<file path="src/rtl/qdp_pkg.sv">
package qdp_pkg;
  typedef enum logic [1:0] {
    STEP_NONE = 2'd0,
    STEP_UP   = 2'd1,
    STEP_DN   = 2'd2
  } step_t;
endpackage

</file>
<file path="src/rtl/qdp_filter.sv">
// Two-flop synchronizer followed by a run-length filter: the output follows
// the input only after FILT_LEN equal consecutive samples.
module qdp_filter #(
  parameter int FILT_LEN = 3
) (
  input  logic clk,
  input  logic rst_n,
  input  logic din,
  output logic dout
);
  logic [1:0]          sync_q;
  logic [FILT_LEN-1:0] hist_q;
  logic                all_hi;
  logic                all_lo;

  always_ff @(posedge clk) begin
    if (!rst_n) begin
      sync_q <= '0;
      hist_q <= '0;
      dout   <= 1'b0;
    end else begin
      sync_q <= {sync_q[0], din};
      hist_q <= {hist_q[FILT_LEN-2:0], sync_q[1]};
      if (all_hi) dout <= 1'b1;
      else if (all_lo) dout <= 1'b0;
    end
  end

  assign all_hi = &hist_q;
  assign all_lo = ~|hist_q;
endmodule

</file>
<file path="src/rtl/qdp_decoder.sv">
// Turns filtered A/B levels into single steps. Forward order {A,B}:
// 00 -> 10 -> 11 -> 01 -> 00. Double flips decode to no step.
module qdp_decoder
  import qdp_pkg::*;
(
  input  logic  clk,
  input  logic  rst_n,
  input  logic  a,
  input  logic  b,
  output step_t step
);
  logic [1:0] prev_q;

  always_ff @(posedge clk) begin
    if (!rst_n) prev_q <= 2'b00;
    else        prev_q <= {a, b};
  end

  always_comb begin
    case ({prev_q, a, b})
      4'b0010, 4'b1011, 4'b1101, 4'b0100: step = STEP_UP;
      4'b1000, 4'b1110, 4'b0111, 4'b0001: step = STEP_DN;
      default:                            step = STEP_NONE;
    endcase
  end
endmodule

</file>
<file path="src/rtl/qdp_delta_counter.sv">
// Signed wrapping delta counter with sticky overflow. A clear restarts the
// count at the concurrent step (0, +1 or -1) so no step is lost.
module qdp_delta_counter
  import qdp_pkg::*;
#(
  parameter int CNT_W = 12
) (
  input  logic             clk,
  input  logic             rst_n,
  input  step_t            step,
  input  logic             clr,
  output logic [CNT_W-1:0] cnt,
  output logic             ovf
);
  localparam logic [CNT_W-1:0] MAX_POS = {1'b0, {(CNT_W-1){1'b1}}};
  localparam logic [CNT_W-1:0] MIN_NEG = {1'b1, {(CNT_W-1){1'b0}}};
  localparam logic [CNT_W-1:0] ONE     = {{(CNT_W-1){1'b0}}, 1'b1};

  logic wrap;

  assign wrap = ((step == STEP_UP) && (cnt == MAX_POS)) ||
                ((step == STEP_DN) && (cnt == MIN_NEG));

  always_ff @(posedge clk) begin
    if (!rst_n) begin
      cnt <= '0;
      ovf <= 1'b0;
    end else if (clr) begin
      ovf <= 1'b0;
      case (step)
        STEP_UP: cnt <= ONE;
        STEP_DN: cnt <= '1;
        default: cnt <= '0;
      endcase
    end else begin
      if (wrap) ovf <= 1'b1;
      case (step)
        STEP_UP: cnt <= cnt + ONE;
        STEP_DN: cnt <= cnt - ONE;
        default: cnt <= cnt;
      endcase
    end
  end
endmodule

</file>
<file path="src/rtl/qdp_pair.sv">
module qdp_pair
  import qdp_pkg::*;
#(
  parameter int CNT_W    = 12,
  parameter int FILT_LEN = 3
) (
  input  logic             clk,
  input  logic             rst_n,
  input  logic [1:0]       enc_a,
  input  logic [1:0]       enc_b,
  input  logic             rd_sel,
  input  logic             rd_req,
  output logic [CNT_W-1:0] rd_data,
  output logic             rd_ovf
);
  localparam int NCH = 2;

  logic             rd_q;
  logic             rd_rise;
  logic [NCH-1:0]   clr_w;
  step_t            step_w [NCH];
  logic [CNT_W-1:0] cnt_w  [NCH];
  logic [NCH-1:0]   ovf_w;

  always_ff @(posedge clk) begin
    if (!rst_n) rd_q <= 1'b0;
    else        rd_q <= rd_req;
  end

  assign rd_rise = rd_req & ~rd_q;

  for (genvar ch = 0; ch < NCH; ch++) begin : g_ch
    logic fa, fb;

    qdp_filter #(.FILT_LEN(FILT_LEN)) u_filt_a (
      .clk(clk), .rst_n(rst_n), .din(enc_a[ch]), .dout(fa));
    qdp_filter #(.FILT_LEN(FILT_LEN)) u_filt_b (
      .clk(clk), .rst_n(rst_n), .din(enc_b[ch]), .dout(fb));

    qdp_decoder u_dec (
      .clk(clk), .rst_n(rst_n), .a(fa), .b(fb), .step(step_w[ch]));

    assign clr_w[ch] = rd_rise && (rd_sel == ch[0]);

    qdp_delta_counter #(.CNT_W(CNT_W)) u_cnt (
      .clk(clk), .rst_n(rst_n), .step(step_w[ch]), .clr(clr_w[ch]),
      .cnt(cnt_w[ch]), .ovf(ovf_w[ch]));
  end

  always_ff @(posedge clk) begin
    if (!rst_n) begin
      rd_data <= '0;
      rd_ovf  <= 1'b0;
    end else if (rd_rise) begin
      rd_data <= rd_sel ? cnt_w[1] : cnt_w[0];
      rd_ovf  <= rd_sel ? ovf_w[1] : ovf_w[0];
    end
  end
endmodule

</file>
<file path="config.mk">
export PLATFORM = sky130hd
export DESIGN_NAME = qdp_pair
export DESIGN_NICKNAME = d
export VERILOG_FILES = /design/src/rtl/qdp_pkg.sv /design/src/rtl/qdp_filter.sv /design/src/rtl/qdp_decoder.sv /design/src/rtl/qdp_delta_counter.sv /design/src/rtl/qdp_pair.sv
export SDC_FILE = /design/constraint.sdc
export NUM_CORES = 1
export LEC_CHECK = 0
export BUFFER_PORTS_ARGS = -buffer_cell sky130_fd_sc_hd__buf_4
export CORE_ASPECT_RATIO = 0.7
export CORE_UTILIZATION = 63
export CTS_BUF_LIST = sky130_fd_sc_hd__clkbuf_8
export DETAILED_ROUTE_END_ITERATION = 12
export PLACE_DENSITY = 0.9
export SETUP_SLACK_MARGIN = 0.1
export SLEW_MARGIN = 40
export SYNTH_ARGS = -nofsm -noshare
export SYNTH_HDL_FRONTEND = slang
export SYNTH_SLANG_ARGS = --single-unit
</file>
<file path="constraint.sdc">
create_clock -name clk -period 3.45 [get_ports clk]
set_input_delay 0.1725 -clock clk [delete_from_list [all_inputs] [get_ports clk]]
set_output_delay 0.1725 -clock clk [all_outputs]
set_load 0.1 [all_outputs]
</file>
---- After elaboration in Yosys (flattened, before gate mapping) ----
Memory sizes are Yosys's and may differ from the RTL's.
Index checks and enable logic that the tools add are counted.
operators by class
  eq/ne operators ......................... 12
  shift operators ......................... 0
  multipliers ............................. 0
  divide/modulo/power cells ............... 0
  muxes and demuxes ....................... 16
  reductions and logical operators ........ 20
  add/sub/neg operators ................... 4
  bitwise operators ....................... 4
  order comparisons ....................... 0
operators by type and width
  kind                                                                     number
  12-bit case mux with 2 select lines                                      4
  12-bit 2-to-1 mux                                                        3
  12-bit by 1-bit adder with 12-bit output, second input constant          2
  12-bit by 11-bit equality test with 1-bit output, second input constant  2
  12-bit equality test, second input constant                              2
  12-bit by 1-bit subtractor with 12-bit output, second input constant     2
  3-bit AND reduction                                                      4
  3-bit OR reduction                                                       4
  1-bit 2-to-1 mux                                                         9
  2-bit by 1-bit != test with 1-bit output, second input constant          4
  1-bit logical AND                                                        6
  3-bit nonzero test                                                       2
  2-bit by 1-bit equality test with 1-bit output, second input constant    2
  2-bit equality test, second input constant                               2
  2-bit OR reduction                                                       2
  1-bit inverter                                                           3
  1-bit logical OR                                                         2
  1-bit AND                                                                1
storage, ports and cells
  ROM bits ................................ 64
  flip-flop bits (word level) ............. 68
  bits in writable memories ............... 0
  memories ................................ 2
  input bits .............................. 8
  latch bits .............................. 0
  logic and storage cells ................. 79
  output and inout port bits .............. 13
memories
  name             depth  width  rd ports  clocked after Yosys merged registers in  wr ports  line               text
  (no name shown)  16     2      1         0                                        0         qdp_decoder.sv:20  case ({prev_q, a, b})
  (no name shown)  16     2      1         0                                        0         qdp_decoder.sv:20

---- Depth between registers and ports, before layout ----
  word-level depth ........................ 4
  gate-level depth with buffers ........... 11

---- Cells and area by module ----
From an unflattened synthesis, not the netlist that was laid out.
second synthesis, totals
  cells, all modules ...................... 519
  area total of the unflattened synthesis .. 4315.4 sq um
by module, submodules not included
  module                             times used  cells an instance  area an instance (sq um)
  qdp_delta_counter (g_ch[0].u_cnt)  1           199                1470.2
  qdp_delta_counter (g_ch[1].u_cnt)  1           181                1338.8
  qdp_filter                         4           15                 175.2
  qdp_pair                           1           63                 643.1
  qdp_decoder                        2           8                  81.3

---- Worst setup path before layout ----
No wires, ideal clock.
  kind .................................... register to register
  start point ............................. register g_ch[1].u_filt_b.dout
  end point ............................... register g_ch[1].u_cnt.cnt[10]
  data arrival time ....................... 2364 ps
  clock period less this slack ............ 2498 ps
  stages on the path, launching flop included .. 12
  path buffers ............................ 0
  data required time ...................... 3316 ps
  path slack .............................. 952 ps
  cells stage by stage .................... dfxtp_1 -> xor2_1 -> nor2_1 -> inv_1 -> ha_1 -> inv_1 -> fa_1 -> nor2b_1 -> o31a_1 -> o21ai_0 -> a221oi_1 -> o211ai_1
on the way
  longest elaborated chain between the ends .. 4
  elaborated cells between the ends (all ways) .. 7
  those cells by class .................... eq/ne: 2; mux: 3; reduce/logical: 1; memory: 1
RTL lines
  item                                                                                   line                                              text
  from (decl)                                                                            qdp_filter.sv:9                                   output logic dout
  from (signal assigned)                                                                 qdp_filter.sv:20                                  dout <= 1'b0;
  from (signal assigned)                                                                 qdp_filter.sv:24                                  if (all_hi) dout <= 1'b1;
  from (signal assigned)                                                                 qdp_filter.sv:25                                  else if (all_lo) dout <= 1'b0;
  memory 16 x 2 bit (*)                                                                  n/a
  2-bit equality test or 2-bit by 1-bit equality test with 1-bit output (tied branches)  qdp_delta_counter.sv:30, qdp_delta_counter.sv:37
  12-bit case mux with 2 select lines, on equally long branches                          qdp_delta_counter.sv:37, qdp_delta_counter.sv:30
  12-bit 2-to-1 mux                                                                      qdp_delta_counter.sv:28                           end else if (clr) begin
  to (signal assigned)                                                                   qdp_delta_counter.sv:38                           STEP_UP: cnt <= cnt + ONE;
  to (signal assigned)                                                                   qdp_delta_counter.sv:39                           STEP_DN: cnt <= cnt - ONE;
  to (signal assigned)                                                                   qdp_delta_counter.sv:40                           default: cnt <= cnt;
  to (decl)                                                                              qdp_delta_counter.sv:12                           output logic [CNT_W-1:0] cnt,
Every way passes the cells marked *; elsewhere a longest branch is shown, timed or not.
A chain may end at the register's enable or synchronous reset.

---- Final worst setup path ----
  start point ............................. register g_ch[0].u_filt_b.dout
  end point ............................... register g_ch[0].u_cnt.cnt[8]
on the way
  longest elaborated chain between the ends .. 4
  elaborated cells between the ends (all ways) .. 7
  those cells by class .................... eq/ne: 2; mux: 3; reduce/logical: 1; memory: 1
RTL lines
  item                                                                                   line
  from (decl)                                                                            qdp_filter.sv:9
  from (signal assigned)                                                                 qdp_filter.sv:20
  from (signal assigned)                                                                 qdp_filter.sv:24
  from (signal assigned)                                                                 qdp_filter.sv:25
  memory 16 x 2 bit (*)                                                                  n/a
  2-bit equality test or 2-bit by 1-bit equality test with 1-bit output (tied branches)  qdp_delta_counter.sv:30, qdp_delta_counter.sv:37
  12-bit case mux with 2 select lines, on equally long branches                          qdp_delta_counter.sv:37, qdp_delta_counter.sv:30
  12-bit 2-to-1 mux                                                                      qdp_delta_counter.sv:28
  to (signal assigned)                                                                   qdp_delta_counter.sv:38
  to (signal assigned)                                                                   qdp_delta_counter.sv:39
  to (signal assigned)                                                                   qdp_delta_counter.sv:40
  to (decl)                                                                              qdp_delta_counter.sv:12
Marked as above.

==> summary.md <==
| Metric | Value |
|---|---|
| Status | `finished, final reports clean` |
| DP Wirelength | `5.76 mm` |
| Power per Cell Area | `435 mW/mm^2` |
| Final setup fails | `0` |
| Crit path time final | `2.97 ns` |
| First-pass GRT wire length | `14.6 mm` |
| Power, Total | `0.00184 W` |
| Area share of fa/ha/maj cells after synthesis | `8.94%` |
| Detailed Routing Iterations Pass 1 | `6` |
| Max Clk Rate | `0.337 GHz` |
| Height of the die | `67.1 um` |
| Vias in the first global route | `3160` |
| Grt ovf | `0` |
| Worst-path clk slew | `0.08 ns` |
| Max Cap Violations | `0` |
| Pre-CTS setup slack | `0.577 ns` |
| Final Max Tran Viols | `0` |
| Leak pwr | `1.95 nW` |
| Number of distinct library cells after synthesis | `51` |
| EDFF count, synth | `0` |
| Sequential share of the synthesized area | `35.7%` |
| Post_cts resized | `0` |
| FFs w/ async S/R, synth | `0%` |
| Type of the most critical hold path | `input pin to flop` |
| #FFs+latches synth | `68` |
| CP required | `3.72 ns` |
| Startpoint Class | `flop` |
| # DRC | `0` |
| Final WS setup | `0.483 ns` |
| Largest family of logic cells by synthesized area | `compound AO/OA/AOI/OAI gates` |
| TritonCTS Buffers | `9` |
| Peak supply drop | `340 uV` |
| Worst-Skew Late Latency | `0.35 ns` |
| Area Overhead vs Synth | `10.8%` |
| Filler cells | `420` |
| Metal-1 WL | `3.88 mm` |
| CP arrival | `3.23 ns` |
| Starting Density | `65.8%` |
| Avg Vias per Cell | `6.40` |
| Die width | `94.9 um` |
| Layout Cells excl Fill | `524` |
| Setup bufs post-CTS | `0` |
| Highest routed layer | `met4` |
| Port buffer count | `20` |
| DR vias | `3355` |
| Ys flop type | `dfxtp_1` |
| Die footprint | `0.00637 sq mm` |
| Sink Count | `68` |
| Xor and xnor area share after synthesis | `4.60%` |
| Synth Warn # | `0` |
| Layout net count | `478` |
| Mapped Area | `0.00381 sq mm` |
| Internal | `0.00136 W` |
| Sw frac | `25.8%` |
| I/O pin count | `21` |
| Post-synthesis simple-gate area fraction | `20.0%` |
| Drt total wl | `8.74 mm` |
| Max FO, Critical Path | `13` |
| Core area | `0.00578 sq mm` |
| CTS H-tree lvls | `3` |
| Num rows | `23` |
| Final ANT Viol Nets | `0` |
| Share of cells above drive strength 1 | `10.7%` |
| Initial drt markers | `333` |
| Initial antenna violation count | `0` |
| Syn Area/Cell | `8.84 sq um` |
| Reg power frac | `45.3%` |
| Hold buffers post-CTS | `0` |
| Synth Area in Compound Gates | `23.2%` |
| Setup TNS | `0 ns` |
| Worst-margin pin slew | `0.728 ns` |
| P_sw | `0.000473 W` |
| Syn Inst Count | `431` |
| Final Wtd Congestion | `0.929` |
| CP endpoint kind | `flop` |
| Syn_nets | `465` |
| Metal2 WL | `3.99 mm` |
| Gate power share | `10.2%` |
| Slew HR | `50.9%` |
| Crit path kind | `flop to flop` |
| TritonCTS clock tree | `built` |
| Met3 Routed Length | `726 um` |
| Buffers from clock root to sink, at most | `2` |
| DR WL/cell | `16.7 um` |
| Antenna diodes | `0` |
| Pin count of the biggest net entering global routing | `65` |
| Mux contribution to synthesized area | `3.68%` |
| RSZ-0062 raised after global routing | `no` |
| Total Routing Usage GR | `30.3%` |
| Period utilisation layout | `86.0%` |
| Skew final | `0.00775 ns` |
| Clock root cell | `clkbuf_8` |
| Dpl cells | `508` |
| Endpoints failing hold | `0` |
| Clk pwr share | `44.6%` |
## flip-flops by register name (all words and copies together), names as in the netlist
| register | cells |
|---|---|
| g_ch.u_dec.prev_q | 4 |
| g_ch.u_cnt.ovf | 2 |
| g_ch.u_filt_a.sync_q | 4 |
| g_ch.u_filt_b.sync_q | 4 |
| g_ch.u_filt_b.hist_q | 6 |
| g_ch.u_filt_a.dout | 2 |
| rd_ovf | 1 |
| g_ch.u_filt_a.hist_q | 6 |
| rd_q | 1 |
| rd_data | 12 |
| g_ch.u_filt_b.dout | 2 |
| g_ch.u_cnt.cnt | 24 |
## metrics by stage
stage	area, sq um	hold WS [ns]	utilization, %
after floorplan	3810	0.294	-
after global placement	3970	0.383	68.5
after detailed placement	3970	0.387	68.6
after CTS	4220	0.0128	72.9
after global routing	4220	0.0116	72.9
final	4220	0.0251	72.9
## worst max-delay path, cell delays in order, from the launching register on
cell	delay, ns
dfxtp_1	0.42
xnor2_1	0.10
nor2_1	0.17
ha_1	0.55
inv_1	0.23
fa_1	0.45
nor2b_1	0.20
o31a_1	0.25
o211ai_1	0.14
and3b_1	0.20
o31ai_1	0.18
## final cells by class
type	instances	area [sq um]	area share [%]
Multi-Input combinational cell	331	2310	54.7
Sequential cell	68	1360	32.3
Timing Repair Buffer	21	158	3.74
Clock buffer	10	138	3.26
Clock inverter	6	111	2.64
Inverter	13	48.8	1.16
Tap cell	75	93.8	2.22
## cells in the final DEF, fill, tap and decap left out, types with 3 or more instances in the layout
cell / netlist / routed
dfxtp_1: 68 / 68
nand2_1: 38 / 38
o21ai_0: 31 / 31
and2_1: 26 / 26
ha_1: 24 / 24
a21oi_1: 23 / 23
buf_4: 0 / 21
nor2_1: 19 / 19
mux2i_1: 14 / 14
inv_1: 13 / 13
o211a_1: 13 / 13
xor2_1: 12 / 12
and3_1: 12 / 12
clkbuf_8: 0 / 10
o211ai_1: 9 / 9
xnor2_1: 8 / 8
a21o_1: 8 / 8
nand3_1: 8 / 8
o21a_1: 7 / 7
a21boi_0: 6 / 6
nor4_1: 6 / 6
nor2b_1: 7 / 6
nor3_1: 6 / 6
nand4_1: 5 / 5
a31oi_1: 5 / 5
nand2b_1: 4 / 4
or3_1: 3 / 3
o31a_1: 3 / 3
a31o_2: 3 / 3
o31ai_1: 3 / 3
bufinv_16: 0 / 3
## power groups by stage
| stage | Combinational [W] | Clock [W] | Sequential (W) |
|---|---|---|---|
| after floorplan | 0.0000799 | 0 | 0.000913 |
| after global placement | 0.000181 | 0 | 0.000847 |
| after detailed placement | 0.000185 | 0 | 0.000849 |
| after CTS | 0.000186 | 0.000831 | 0.000830 |
| after global routing | 0.000198 | 0.000863 | 0.000834 |
| final | 0.000186 | 0.000818 | 0.000831 |
## routing by layer
layer | global-route usage, % | up-vias
li1 | - | 1599
met1 | 38.6 | 1553
met2 | 48.0 | 177
met3 | 8.33 | 26
met4 | 13.3 | 0
met5 | 0 | -
## logic make-up after synthesis
kind of cell	Yosys count
flip-flops	68
XOR/XNOR	20
AND/OR/NAND/NOR	144
adder cells (fa/ha/maj)	26
buffers and inverters	32
AO/OA/AOI/OAI	127
multiplexers	14
## synth_stat cells (7+ instances only)
library cell	count	area share (%)
o21a_1	7	1.4
nand3_1	8	1.1
and2_1	26	4.3
nor2b_1	7	1.1
clkbuf_1	13	1.3
dfxtp_1	68	36
nor2_1	19	1.9
xnor2_1	8	1.8
a21o_1	8	1.6
nand2_1	38	3.7
and3_1	12	2.0
o21ai_0	31	4.1
mux2i_1	14	3.7
a21oi_1	23	3.0
ha_1	24	7.9
o211a_1	13	3.4
o211ai_1	9	1.8
inv_1	13	1.3
xor2_1	12	2.8
## worst paths after layout
kind	startpoint	end	slack [ns]	cells after the start
max	g_ch[0].u_filt_b.dout$_SDFFE_PN0P_	g_ch[0].u_cnt.cnt[8]$_SDFFE_PN0P_	0.48	10
min	enc_b[1]	g_ch[1].u_filt_b.sync_q[0]$_SDFF_PN0_	0.03	2
max reg2reg	g_ch[0].u_filt_b.dout$_SDFFE_PN0P_	g_ch[0].u_cnt.cnt[8]$_SDFFE_PN0P_	0.48	10
min reg2reg	g_ch[1].u_filt_b.sync_q[1]$_SDFF_PN0_	g_ch[1].u_filt_b.hist_q[0]$_SDFF_PN0_	0.44	1
Note: power is estimated with default switching activity, not from simulation.
